`src/rtl/trap_seq_pkg.sv`:
```
package trap_seq_pkg;
   // action chosen at a clock edge, in priority order trap > irq > return
   typedef enum logic [1:0] {
      ACT_NONE = 2'd0,
      ACT_TRAP = 2'd1,
      ACT_IRQ  = 2'd2,
      ACT_RFE  = 2'd3
   } act_e;
endpackage

```
`src/rtl/trap_cause_track.sv`:
```
module trap_cause_track #(
   parameter int NUM_EVT = 32
) (
   input  logic               clk,
   input  logic               rst_n,
   input  logic               clr_i,
   input  logic [NUM_EVT-1:0] evt_i,
   output logic [NUM_EVT-1:0] cause_o
);
   for (genvar i = 0; i < NUM_EVT; i++) begin : g_bit
      logic bit_q;
      always_ff @(posedge clk or negedge rst_n) begin
         if (!rst_n)     bit_q <= 1'b0;
         else if (clr_i) bit_q <= evt_i[i];
         else            bit_q <= bit_q | evt_i[i];
      end
      assign cause_o[i] = bit_q;
   end

   AST_CAUSE_STICKY: assert property (@(posedge clk) disable iff (!rst_n)
      !clr_i |=> ((cause_o & $past(cause_o)) == $past(cause_o)));
   AST_CAUSE_RESTART: assert property (@(posedge clk) disable iff (!rst_n)
      clr_i |=> (cause_o == $past(evt_i)));
endmodule

```
`src/rtl/trap_arbiter.sv`:
```
module trap_arbiter
   import trap_seq_pkg::*;
#(
   parameter int NUM_EVT = 32,
   parameter bit IRQ_EN  = 1'b1
) (
   input  logic               clk,
   input  logic               rst_n,
   input  logic               trap_req_i,
   input  logic               rfe_req_i,
   input  logic [NUM_EVT-1:0] cause_i,
   input  logic [NUM_EVT-1:0] mask_i,
   output act_e               act_o
);
   logic irq_pend;

   if (IRQ_EN) begin : g_irq
      assign irq_pend = |(cause_i & mask_i);
   end else begin : g_no_irq
      assign irq_pend = 1'b0;
   end

   always_comb begin
      if (trap_req_i)    act_o = ACT_TRAP;
      else if (irq_pend) act_o = ACT_IRQ;
      else if (rfe_req_i) act_o = ACT_RFE;
      else               act_o = ACT_NONE;
   end

   AST_RFE_YIELDS: assert property (@(posedge clk) disable iff (!rst_n)
      (rfe_req_i && (|(cause_i & mask_i)) && IRQ_EN) |-> (act_o != ACT_RFE));
endmodule

```
`src/rtl/trap_state_regs.sv`:
```
module trap_state_regs
   import trap_seq_pkg::*;
#(
   parameter int          XLEN     = 32,
   parameter int          NUM_EVT  = 32,
   parameter int          IMM_W    = 16,
   parameter logic [31:0] SR_RESET = 32'h0000_00FF
) (
   input  logic               clk,
   input  logic               rst_n,
   input  act_e               act_i,
   input  logic [XLEN-1:0]    cur_pc_i,
   input  logic [IMM_W-1:0]   imm_i,
   input  logic [NUM_EVT-1:0] cause_i,
   output logic [XLEN-1:0]    sr_o,
   output logic [XLEN-1:0]    epc_o,
   output logic [XLEN-1:0]    esr_o,
   output logic [NUM_EVT-1:0] eca_o,
   output logic [XLEN-1:0]    edata_o
);
   localparam int EXT_W = XLEN - IMM_W;

   logic [XLEN-1:0] imm_ext;
   logic            take;

   if (EXT_W > 0) begin : g_ext
      assign imm_ext = {{EXT_W{imm_i[IMM_W-1]}}, imm_i};
   end else begin : g_noext
      assign imm_ext = imm_i[XLEN-1:0];
   end

   assign take = (act_i == ACT_TRAP) || (act_i == ACT_IRQ);

   always_ff @(posedge clk or negedge rst_n) begin
      if (!rst_n) begin
         sr_o    <= SR_RESET[XLEN-1:0];
         epc_o   <= '0;
         esr_o   <= '0;
         eca_o   <= '0;
         edata_o <= '0;
      end else if (take) begin
         epc_o   <= cur_pc_i;
         esr_o   <= sr_o;
         eca_o   <= cause_i & sr_o[NUM_EVT-1:0];
         sr_o    <= '0;
         edata_o <= (act_i == ACT_TRAP) ? imm_ext : '0;
      end else if (act_i == ACT_RFE) begin
         sr_o    <= esr_o;
      end
   end

   AST_TAKE_CLEARS_SR: assert property (@(posedge clk) disable iff (!rst_n)
      take |=> (sr_o == '0));
   AST_TAKE_SAVES_PC: assert property (@(posedge clk) disable iff (!rst_n)
      take |=> (epc_o == $past(cur_pc_i)));
   AST_ECA_MASKED: assert property (@(posedge clk) disable iff (!rst_n)
      take |=> ((eca_o & ~$past(sr_o[NUM_EVT-1:0])) == '0));
   AST_IRQ_EDATA_ZERO: assert property (@(posedge clk) disable iff (!rst_n)
      (act_i == ACT_IRQ) |=> (edata_o == '0));
   AST_RFE_RESTORES_SR: assert property (@(posedge clk) disable iff (!rst_n)
      (act_i == ACT_RFE) |=> (sr_o == $past(esr_o)));
endmodule

```
`src/rtl/trap_redirect.sv`:
```
module trap_redirect
   import trap_seq_pkg::*;
#(
   parameter int XLEN = 32
) (
   input  logic            clk,
   input  logic            rst_n,
   input  act_e            act_i,
   input  logic [XLEN-1:0] isr_base_i,
   input  logic [XLEN-1:0] epc_i,
   output logic            valid_o,
   output logic [XLEN-1:0] pc_o
);
   always_ff @(posedge clk or negedge rst_n) begin
      if (!rst_n) begin
         valid_o <= 1'b0;
         pc_o    <= '0;
      end else begin
         valid_o <= (act_i != ACT_NONE);
         if (act_i == ACT_RFE)       pc_o <= epc_i;
         else if (act_i != ACT_NONE) pc_o <= isr_base_i;
      end
   end

   AST_STROBE_IDLE_LOW: assert property (@(posedge clk) disable iff (!rst_n)
      (act_i == ACT_NONE) |=> !valid_o);
   AST_RFE_TARGET: assert property (@(posedge clk) disable iff (!rst_n)
      (act_i == ACT_RFE) |=> (valid_o && pc_o == $past(epc_i)));
endmodule

```
`src/rtl/trap_seq_unit.sv`:
```
module trap_seq_unit
   import trap_seq_pkg::*;
#(
   parameter int          XLEN     = 32,
   parameter int          NUM_EVT  = 32,
   parameter int          IMM_W    = 16,
   parameter bit          IRQ_EN   = 1'b1,
   parameter logic [31:0] SR_RESET = 32'h0000_00FF
) (
   input  logic               clk,
   input  logic               rst_n,
   input  logic               trap_req_i,
   input  logic               rfe_req_i,
   input  logic [XLEN-1:0]    cur_pc_i,
   input  logic [IMM_W-1:0]   trap_imm_i,
   input  logic [NUM_EVT-1:0] evt_i,
   input  logic [XLEN-1:0]    isr_base_i,
   output logic               redir_valid_o,
   output logic [XLEN-1:0]    redir_pc_o,
   output logic [XLEN-1:0]    status_o,
   output logic [NUM_EVT-1:0] cause_o,
   output logic [XLEN-1:0]    saved_pc_o,
   output logic [XLEN-1:0]    saved_status_o,
   output logic [NUM_EVT-1:0] saved_cause_o,
   output logic [XLEN-1:0]    exc_data_o
);
   if (NUM_EVT < 1 || NUM_EVT > XLEN) begin : g_bad_evt
      $error("NUM_EVT must lie in 1..XLEN");
   end
   if (IMM_W < 1 || IMM_W > XLEN) begin : g_bad_imm
      $error("IMM_W must lie in 1..XLEN");
   end
   if (XLEN > 32) begin : g_bad_xlen
      $error("SR_RESET is 32 bits wide; XLEN may not exceed it");
   end

   act_e act;
   logic restart_cause;

   assign restart_cause = (act == ACT_TRAP) || (act == ACT_IRQ);

   trap_arbiter #(.NUM_EVT(NUM_EVT), .IRQ_EN(IRQ_EN)) u_arb (
      .clk        (clk),
      .rst_n      (rst_n),
      .trap_req_i (trap_req_i),
      .rfe_req_i  (rfe_req_i),
      .cause_i    (cause_o),
      .mask_i     (status_o[NUM_EVT-1:0]),
      .act_o      (act)
   );

   trap_cause_track #(.NUM_EVT(NUM_EVT)) u_cause (
      .clk     (clk),
      .rst_n   (rst_n),
      .clr_i   (restart_cause),
      .evt_i   (evt_i),
      .cause_o (cause_o)
   );

   trap_state_regs #(.XLEN(XLEN), .NUM_EVT(NUM_EVT), .IMM_W(IMM_W),
                     .SR_RESET(SR_RESET)) u_state (
      .clk      (clk),
      .rst_n    (rst_n),
      .act_i    (act),
      .cur_pc_i (cur_pc_i),
      .imm_i    (trap_imm_i),
      .cause_i  (cause_o),
      .sr_o     (status_o),
      .epc_o    (saved_pc_o),
      .esr_o    (saved_status_o),
      .eca_o    (saved_cause_o),
      .edata_o  (exc_data_o)
   );

   trap_redirect #(.XLEN(XLEN)) u_redir (
      .clk        (clk),
      .rst_n      (rst_n),
      .act_i      (act),
      .isr_base_i (isr_base_i),
      .epc_i      (saved_pc_o),
      .valid_o    (redir_valid_o),
      .pc_o       (redir_pc_o)
   );

   AST_TRAP_REDIRECTS: assert property (@(posedge clk) disable iff (!rst_n)
      trap_req_i |=> (redir_valid_o && redir_pc_o == $past(isr_base_i)
                      && status_o == '0));
endmodule

```
`config.mk`:
```
export PLATFORM = sky130hd
export DESIGN_NAME = trap_seq_unit
export DESIGN_NICKNAME = d
export VERILOG_FILES = /design/src/rtl/trap_seq_pkg.sv /design/src/rtl/trap_cause_track.sv /design/src/rtl/trap_arbiter.sv /design/src/rtl/trap_state_regs.sv /design/src/rtl/trap_redirect.sv /design/src/rtl/trap_seq_unit.sv
export SDC_FILE = /design/constraint.sdc
export NUM_CORES = 1
export LEC_CHECK = 0
export BUFFER_PORTS_ARGS = -buffer_cell sky130_fd_sc_hd__buf_2
export CAP_MARGIN = 5
export CORE_AREA = 2 2 132 134
export CTS_CLUSTER_SIZE = 14
export DETAILED_ROUTE_END_ITERATION = 16
export DIE_AREA = 0 0 134 136
export PLACE_DENSITY = 0.84
export SETUP_SLACK_MARGIN = 0.1
export SLEW_MARGIN = 5
export SYNTH_ARGS = -nofsm -noshare
export SYNTH_HDL_FRONTEND = slang
export SYNTH_SLANG_ARGS = --single-unit
export TNS_END_PERCENT = 1
```
`constraint.sdc`:
```
create_clock -name clk -period 5.1 [get_ports clk]
set_clock_uncertainty 0.1 [all_clocks]
set_input_delay 0.765 -clock clk [delete_from_list [all_inputs] [get_ports clk]]
set_output_delay 0.765 -clock clk [all_outputs]
set_load 0.005 [all_outputs]
```
# Word-level counts from Yosys, hierarchy flattened

Index checks and enable logic that the tools add are counted.
Widths: inputs -> output; s select.

Flip-flop bits (word level): 225
Latch bits: 0
RAM bits: 0
ROM bits: 0
Input bits: 116
Output and inout bits: 225
Word-level logic and storage cells: 120
Memories: 0

$add $sub $neg: 0
$mul: 0
Divide/modulo/power cells: 0
Order comparisons: 0
Equal/unequal tests: 3
Shift operators: 0
Multiplexer cells: 40
Bitwise logic cells: 33
Reduce and logical (&&, ||, !) cells: 5

Operator list:

| operator           | number |
|---|---|
| $mux 32            | 5 |
| $and 32x32->32     | 1 |
| $mux 1             | 32 |
| $or 1x1->1         | 32 |
| $reduce_or 32->1   | 1 |
| $mux 2             | 3 |
| $reduce_bool 2->1  | 3 |
| $eq 2x2->1 const B | 2 |
| $eq 2x1->1 const B | 1 |
| $logic_or 1x1->1   | 1 |

# Longest topological paths before layout

Gate-level depths: netlist (run 1).

Depth in word-level cells: 7
Gate-level depth with buffers: 11
Depth with buffers taken out: 8

# Hierarchy

A second synthesis (run 1) with hierarchy kept.

Cells, all modules: 705
Area, all modules: 8668.3 um2

Modules (own cells, without submodules):

| module           | instances | cells each | area an instance (um2) | seq. area each (um2) |
|---|---|---|---|---|
| trap_state_regs  | 1         | 463        | 5587.9                 | 3613.5 |
| trap_redirect    | 1         | 116        | 1565.3                 | 825.8 |
| trap_cause_track | 1         | 100        | 1321.3                 | 800.8 |
| trap_arbiter     | 1         | 25         | 185.2                  | 0.0 |
| trap_seq_unit    | 1         | 1          | 8.8                    | 0.0 |

# Worst setup path after synthesis (run 1)

No wires, ideal clock.

Kind: input to register
From: in trap_req_i
To: reg u_state.epc_o[12]
Setup time: 0.127 ns
Arrival: 2.152 ns
Data required time: 4.873 ns
Slack: 2.720 ns
Cell stages on the path: 7
Buffers on the path: 4
Path through: clkbuf_1 -> a31o_1 -> ha_1 -> buf_2 -> buf_4 -> buf_6 -> mux2_1

Word-level cells in the longest chain between the ends: 3
Elaborated cells between the ends (all ways): 4
Classes of those cells: eq/ne: 2; mux: 1; reduce/logical: 1

Ends and longest elaborated chain:

| what                                            | line                  | RTL |
|---|---|---|
| start, declared                                 | trap_seq_unit.sv:12   | `input logic trap_req_i,` |
| $mux 2 *                                        | trap_arbiter.sv:24    | `if (trap_req_i) act_o = ACT_TRAP;` |
| $eq 2x1->1 / $eq 2x2->1 (equally long branches) | -                     |  |
| $logic_or 1x1->1 *                              | -                     |  |
| net restart_cause                               | trap_seq_unit.sv:38   | `logic restart_cause;` |
| end signal, assigned                            | trap_state_regs.sv:42 | `epc_o <= cur_pc_i;` |
| end, declared                                   | trap_state_regs.sv:16 | `output logic [XLEN-1:0] epc_o,` |

Mark *: on every way through the listed nets, which the timed path passes. The rest lies on a longest branch.
A chain may end at the register's enable or synchronous reset.

# Worst setup path in the final report (run 1)

From: reg u_state.sr_o[30]
To: reg u_state.sr_o[4]

Word-level cells in the longest chain between the ends: 7
Elaborated cells between the ends (all ways): 10
Classes of those cells: eq/ne: 3; mux: 3; bitwise: 1; reduce/logical: 3

Ends and longest elaborated chain:

| what                                                | line                  | RTL |
|---|---|---|
| start, declared                                     | trap_state_regs.sv:15 | `output logic [XLEN-1:0] sr_o,` |
| start signal, assigned                              | trap_state_regs.sv:36 | `sr_o <= SR_RESET[XLEN-1:0];` |
| start signal, assigned                              | trap_state_regs.sv:48 | `sr_o <= esr_o;` |
| $and 32x32->32 *                                    | trap_arbiter.sv:18    | `assign irq_pend = \|(cause_i & mask_i);` |
| $reduce_or 32->1 *                                  | trap_arbiter.sv:18    |  |
| $mux 2 *                                            | trap_arbiter.sv:25    | `else if (irq_pend) act_o = ACT_IRQ;` |
| $mux 2 *                                            | trap_arbiter.sv:24    |  |
| $eq 2x1->1 / $eq 2x2->1 (equally long branches)     | -                     |  |
| $logic_or 1x1->1 *                                  | -                     |  |
| net restart_cause                                   | trap_seq_unit.sv:38   |  |
| $mux 32 / $reduce_bool 2->1 (equally long branches) | -                     |  |

Marks and branches as above.

==> results.json, run 1 <==
{
  "status": "complete, no violations",
  "clock.fmax_ghz": 0.317,
  "cts_tree": "built",
  "dr_wl_met2_mm": 11.0,
  "yosys.area.top_type": "dfrtp_1",
  "viasPerCell": 5.17,
  "cts_max_level": 1,
  "startpoint": "u_state.sr_o[30]$_DFFE_PN0P_",
  "initial_core_util_pct": 50.8,
  "synth-seq-cells": 209,
  "drtAntennaViolNets": 0,
  "clockRootBuffer": "clkbuf_16",
  "antenna_found_initial": 1,
  "ys_top_cells_by_area": "dfrtp_1 (59%), nand2_1 (7.2%), o21ai_0 (5.0%), buf_4 (4.6%), mux2i_1 (3.7%)",
  "maxCapViolCount": 0,
  "yosysWarnings": 0,
  "grt_use_total_pct": 24.4,
  "portBuffers": 340,
  "met1_length_mm": 8.88,
  "slowest_delay_ns": 0.82,
  "setup_ws_ns": 1.95,
  "clk_pin_slew_ns": 0.06,
  "cts_setup_buffers": 0,
  "critPathMaxFanout": 64,
  "synth_nets": 917,
  "cp-end-kind": "flop",
  "synth_compound_area_share_pct": 11.2,
  "die_area_mm2": 0.0182,
  "power.internal_mw": 2.84,
  "num-fill-cells": 1358,
  "seq_area_frac_synth_pct": 61.1,
  "grt_max_degree": 116,
  "cp_data_arrival_time_ns": 3.46,
  "switchingPower_uw": 953,
  "crit_chain": "a22oi_1, nand2_1, nor4_4, a31o_1, ha_4, inv_2, nand2_1, o21ai_0",
  "drt_iter0_drc": 410,
  "fin_crit_sh_pct": 61.8,
  "synth.mux.area_fraction_pct": 7.93,
  "slew_violations": 0,
  "cts_num_sinks": 209,
  "reg2reg_slack_ns": 1.95,
  "synthAdderAreaFrac_pct": 0.292,
  "drive_above_1_share_pct": 38.3,
  "relSlewSlack_pct": 22.2,
  "core_area_mm2": 0.0169,
  "num_vias": 6810,
  "fin_nets": 1194,
  "p_clk_share_pct": 40.5,
  "pre_cts_ws_ns": 1.96,
  "avgSynthCellArea_um2": 10.7,
  "area_delta_synth_final_pct": 25.5,
  "power_mw": 3.80,
  "clock_latency_ns": 0.50,
  "grt_pass1_vias": 6542,
  "yosys.cell_types.count": 27,
  "clockBufferDepth": 3,
  "dr_wl_met3_mm": 2.06,
  "pwr-share-comb_pct": 11.0,
  "hold_viol": 0,
  "postSynthCellCount": 799,
  "pwr-share-seq_pct": 48.4,
  "p_per_area_mw_per_mm2": 353,
  "first_pass_iters": 5,
  "rsz0062_at_grt": "false",
  "finalCriticalPeriod_ns": 3.15,
  "yosys.area_share.simple_pct": 10.5,
  "seqCellArea_mm2": 0.00524,
  "ios": 341,
  "grt_first_pass_wirelength_mm": 35.1,
  "rr_worst_depth": 8,
  "fin_setup_tns_ns": 0,
  "drc_errors": 0,
  "p_leak_nw": 5.64,
  "cts_buffers": 22,
  "fp.dieW_um": 134,
  "crit_type": "reg2reg",
  "std_cell_rows": 48,
  "switching_share_pct": 25.1,
  "max-vdd-ir-drop_v": 0.000304,
  "cp_common_cell": "nand2_1",
  "ctsResizeCount": 0,
  "worstSetupStartpointType": "flop",
  "synth_top_family_by_area": "compound AO/OA/AOI/OAI gates",
  "hpwlAfterDp_mm": 16.1,
  "syn_area_mm2": 0.00858,
  "cpMaxStageDelayCell": "inv_2",
  "drt-total-wl_mm": 22.9,
  "synth_xor_area_share_pct": 0,
  "layout_commonest_cell": "buf_2",
  "fin_hold_ws_ns": 0.224,
  "tightest_slew_ns": 1.17,
  "cp_data_required_time_ns": 5.41,
  "gp_congestion": 0.805,
  "overflow": 0,
  "synth_top_area_share_pct": 58.6,
  "crit_end": "u_state.sr_o[4]$_DFFE_PN1P_",
  "highest_layer": "met4",
  "r2r_end": "u_state.sr_o[4]$_DFFE_PN1P_",
  "final_core_util_pct": 63.8,
  "wl_per_cell_um": 17.4,
  "mostFrequentLayoutCells": "buf_2 (339), dfrtp_1 (201), nand2_1 (165), o21ai_0 (86), inv_1 (50)",
  "hp-class": "in2async",
  "die_y_um": 136,
  "multiInputGateArea_mm2": 0.00259,
  "final-setup-viol-count": 0,
  "r2r-start": "u_state.sr_o[30]$_DFFE_PN0P_",
  "postCtsHoldBufs": 0
}
==> registers in the layout (all words and copies together), names as in the netlist <==
signal	flops
u_cause.g_bit.bit_q	32
u_redir.pc_o	32
u_redir.valid_o	1
u_state.eca_o	32
u_state.edata_o	16
u_state.epc_o	32
u_state.esr_o	32
u_state.sr_o	32
==> layout make-up <==
type	count	area share, %
antenna	1	0.0232
clock buffer	33	6.16
multi-input combinational	447	24.0
timing repair buffer	345	16.4
sequential	209	48.7
clock inverter	7	0.360
inverter	51	1.78
tap	225	2.62
==> synth_stat cells <==
cell,number
a21o_1,31
a21o_2,1
a22oi_1,14
a22oi_2,2
a31o_1,2
a31oi_1,2
buf_1,1
buf_2,22
buf_4,52
buf_6,1
clkbuf_1,16
dfrtp_1,201
dfstp_2,8
ha_1,2
inv_1,50
inv_2,1
mux2_1,11
mux2_2,21
mux2i_1,32
nand2_1,165
nand2_2,1
nand3_1,48
nand4_1,1
nor3_2,1
nor4_4,1
o21ai_0,86
o21ai_1,26
==> how the worst min path moves through the flow <==
stage | start | end | slack [ns] | cells after the start
2_1_floorplan | rst_n | u_cause.g_bit[0].bit_q$_DFF_PN0_ | 0.37 | 0
3_3_place_gp | u_redir.pc_o[13]$_DFFE_PN0P_ | u_redir.pc_o[13]$_DFFE_PN0P_ | 0.36 | 2
3_5_place_dp | u_state.esr_o[1]$_DFFE_PN0P_ | u_state.esr_o[1]$_DFFE_PN0P_ | 0.37 | 2
4_1_cts | rst_n | u_state.esr_o[2]$_DFFE_PN0P_ | 0.26 | 1
5_1_grt | rst_n | u_state.esr_o[29]$_DFFE_PN0P_ | 0.31 | 1
6_report | rst_n | u_state.esr_o[1]$_DFFE_PN0P_ | 0.22 | 1
==> power groups by stage <==
stage                     logic (mW)  clock network (mW)  registers (mW)
final                          0.419                1.54            1.84
after global routing           0.463                1.63            1.85
after CTS                      0.427                1.57            1.84
after detailed placement       0.425                   0            1.87
after global placement         0.413                   0            1.86
after floorplan                0.228                   0            1.86
==> logic make-up after synthesis <==
family / Yosys count
flip-flops: 209
AND/OR/NAND/NOR: 217
buffers and inverters: 143
multiplexers: 64
AO/OA/AOI/OAI: 164
adder cells (fa/ha/maj): 2
==> critical path: cells and delay by family (launching register included) <==
| kind | cells | cell delay (ns) |
|---|---|---|
| flops | 1 | 0.46 |
| fa+ha+maj | 1 | 0.22 |
| simple gates | 3 | 0.69 |
| buf+inv | 1 | 0.82 |
| compound gates | 3 | 0.74 |
==> routing by layer <==
layer,vias to the layer above,global-route usage (%)
met1,3294,30.9
met3,53,7.16
met4,0,10.3
li1,3167,-
met5,-,0
met2,296,39.4
==> metrics by stage <==
step | instances | area (um^2)
floorplan | 799 | 8580
global placement | 1277 | 10100
detailed placement | 1277 | 10100
CTS | 1317 | 10800
global route | 1317 | 10800
finish | 1318 | 10800
Power figures use the tool's default switching activity.
==> run 2, diff against run 1 <==
--- a/config.mk
+++ b/config.mk
@@ -7,11 +7,10 @@
 export LEC_CHECK = 0
 export BUFFER_PORTS_ARGS = -buffer_cell sky130_fd_sc_hd__buf_2
 export CAP_MARGIN = 5
-export CORE_AREA = 2 2 132 134
+export CORE_UTILIZATION = 49
 export CTS_CLUSTER_SIZE = 14
 export DETAILED_ROUTE_END_ITERATION = 16
-export DIE_AREA = 0 0 134 136
-export PLACE_DENSITY = 0.84
+export PLACE_DENSITY = 0.81
 export SETUP_SLACK_MARGIN = 0.1
 export SLEW_MARGIN = 5
 export SYNTH_ARGS = -nofsm -noshare
==> constraint.sdc (replaced) <==
create_clock -name clk -period 2.95 [get_ports clk]
set_clock_uncertainty 0.1 [all_clocks]
set_input_delay 0.4425 -clock clk [delete_from_list [all_inputs] [get_ports clk]]
set_output_delay 0.4425 -clock clk [all_outputs]
set_load 0.005 [all_outputs]
==> results.json, run 2 (same netlist as run 1, synthesis figures left out) <==
{
  "tightest_slew_ns": 0.571,
  "cts_buffers": 23,
  "clockRootBuffer": "clkbuf_16",
  "gp_congestion": 0.866,
  "cp_data_required_time_ns": 3.23,
  "relSlewSlack_pct": 61.9,
  "drt_iter0_drc": 413,
  "antenna_found_initial": 0,
  "cp_top_family": "compound AO/OA/AOI/OAI gates",
  "slew_violations": 0,
  "finalCriticalPeriod_ns": 2.74,
  "status": "complete, no violations",
  "clk_pin_slew_ns": 0.06,
  "grt_max_degree": 97,
  "clockBufferDepth": 3,
  "die_area_mm2": 0.0180,
  "grt-busiest-layer": "met2",
  "std_cell_rows": 48,
  "switchingPower_mw": 1.65,
  "grt_pass1_vias": 6723,
  "maxCapViolCount": 0,
  "first_pass_iters": 5,
  "drt-total-wl_mm": 22.9,
  "cts_num_sinks": 209,
  "power.internal_mw": 5.10,
  "portBuffers": 340,
  "drtAntennaViolNets": 0,
  "ios": 341,
  "pwr-share-seq_pct": 47.1,
  "fin_hold_ws_ns": 0.0197,
  "fp.dieW_um": 134,
  "dp_cells": 1283,
  "area_delta_synth_final_pct": 28.2,
  "met3_usage_pct": 6.84,
  "crit_buf_inv": 1,
  "clock_latency_ns": 0.50,
  "layout_commonest_cell": "buf_2",
  "fin_nets": 1204,
  "cp_data_arrival_time_ns": 3.02,
  "hp-class": "in2reg",
  "clock.fmax_ghz": 0.365,
  "num_vias": 6817,
  "switching_share_pct": 24.5,
  "cp-end-kind": "flop",
  "final_cell_area_mm2": 0.0110,
  "startpoint": "u_state.sr_o[13]$_DFFE_PN0P_",
  "critPathMaxFanout": 96,
  "crit_chain": "a22oi_1, nand2_1, nor3_4, a31oi_1, ha_4, buf_16, mux2_2",
  "stdcell_count": 1327,
  "wl_per_cell_um": 17.2,
  "cts_tree": "built",
  "fin_setup_tns_ns": 0,
  "hold_viol": 0,
  "global_route.usage.met1_pct": 29.7,
  "die_y_um": 134,
  "crit_type": "reg2reg",
  "holdCritStartpoint": "evt_i[27]",
  "cts_setup_buffers": 0,
  "cts_max_level": 1,
  "p_per_area_mw_per_mm2": 614,
  "grt_use_total_pct": 25.0,
  "viasPerCell": 5.14,
  "grt_first_pass_wirelength_mm": 35.5,
  "worstSetupStartpointType": "flop",
  "p_leak_nw": 5.74,
  "core_area_mm2": 0.0172,
  "fin_crit_sh_pct": 92.9,
  "use_met2_pct": 43.8,
  "power_mw": 6.75,
  "pwr-share-comb_pct": 11.2,
  "rsz0062_at_grt": "true",
  "overflow": 0,
  "mostFrequentLayoutCells": "buf_2 (339), dfrtp_1 (201), nand2_1 (165), o21ai_0 (86), inv_1 (50)",
  "max-vdd-ir-drop_v": 0.000457,
  "drive_above_1_share_pct": 38.4,
  "p_clk_share_pct": 41.7,
  "dpl-instance-area_mm2": 0.0102,
  "hpwlAfterDp_mm": 16.3,
  "final-setup-viol-count": 0,
  "r2r-start": "u_state.sr_o[13]$_DFFE_PN0P_",
  "antennaDiodeCount": 0,
  "slowest_delay_ns": 0.42,
  "initial_core_util_pct": 49.9,
  "cpMaxStageDelayCell": "dfrtp_1",
  "drc_errors": 0
}
run 2: cell types whose count changed in the layout (fill, tap and decap cells not counted), moves of 2 or more:
cell | previous run | this run
buf_12 | 1 | 8
clkbuf_1 | 5 | 7
clkinv_2 | 6 | 1
dlygate4sd3_1 | 0 | 3
clkbuf_8 | 6 | 8
buf_4 | 4 | 2
run 2: cell type report:
type | count | area [um^2]
Timing Repair Buffer | 354 | 1940
Multi-Input combinational cell | 447 | 2590
Clock inverter | 4 | 51.3
Clock buffer | 37 | 698
Fill cell | 1389 | 6180
Tap cell | 225 | 282
Sequential cell | 209 | 5240
Inverter | 51 | 191
run 2: final timing paths:
check / to / slack (ns) / depth (start not counted)
max: u_state.epc_o[10]$_DFFE_PN0P_ / 0.21 / 7
max reg2reg: u_state.epc_o[10]$_DFFE_PN0P_ / 0.21 / 7
min reg2reg: u_redir.pc_o[14]$_DFFE_PN0P_ / 0.38 / 2
max in group asynchronous: u_state.eca_o[29]$_DFFE_PN0P_ / 1.48 / 3
min in group asynchronous: u_state.eca_o[2]$_DFFE_PN0P_ / 0.42 / 2
min: u_cause.g_bit[27].bit_q$_DFF_PN0_ / 0.02 / 2
run 2: power groups by stage:
stage                     combinational, mW  sequential (mW)  clock, mW
after floorplan                       0.395             3.21          0
after global placement                0.745             3.22          0
after detailed placement              0.764             3.22          0
after CTS                             0.768             3.18       2.88
after global routing                  0.834             3.20       2.98
final                                 0.759             3.18       2.81
run 2: stage by stage:
step	utilization, %	setup slack, ns
after global placement	59.4	0.230
after CTS	63.9	0.163
final	64.0	0.209
after detailed placement	59.4	0.186
after floorplan	-	0.596
after global routing	64.0	0.0937
run 2: worst register-to-register path, cell delays in order, from the launching register on:
cell and delay [ns]:
dfrtp_1 0.42, a22oi_1 0.37, nand2_1 0.16, nor3_4 0.29, a31oi_1 0.18, ha_4 0.35
buf_16 0.31, mux2_2 0.44
run 2: what timing repair did:
item | CTS | global route
gates resized for setup | 0 | 2
endpoints found under the setup margin | 0 | 45
hold endpoints to repair | 60 | 0
hold buffers | 3 | 0
run 2: per-layer routing:
layer | vias up | share of wire (%)
met4 | 0 | 2.9
met3 | 46 | 8.6
li1 | 3179 | -
met5 | - | 0
met2 | 296 | 50
met1 | 3296 | 38
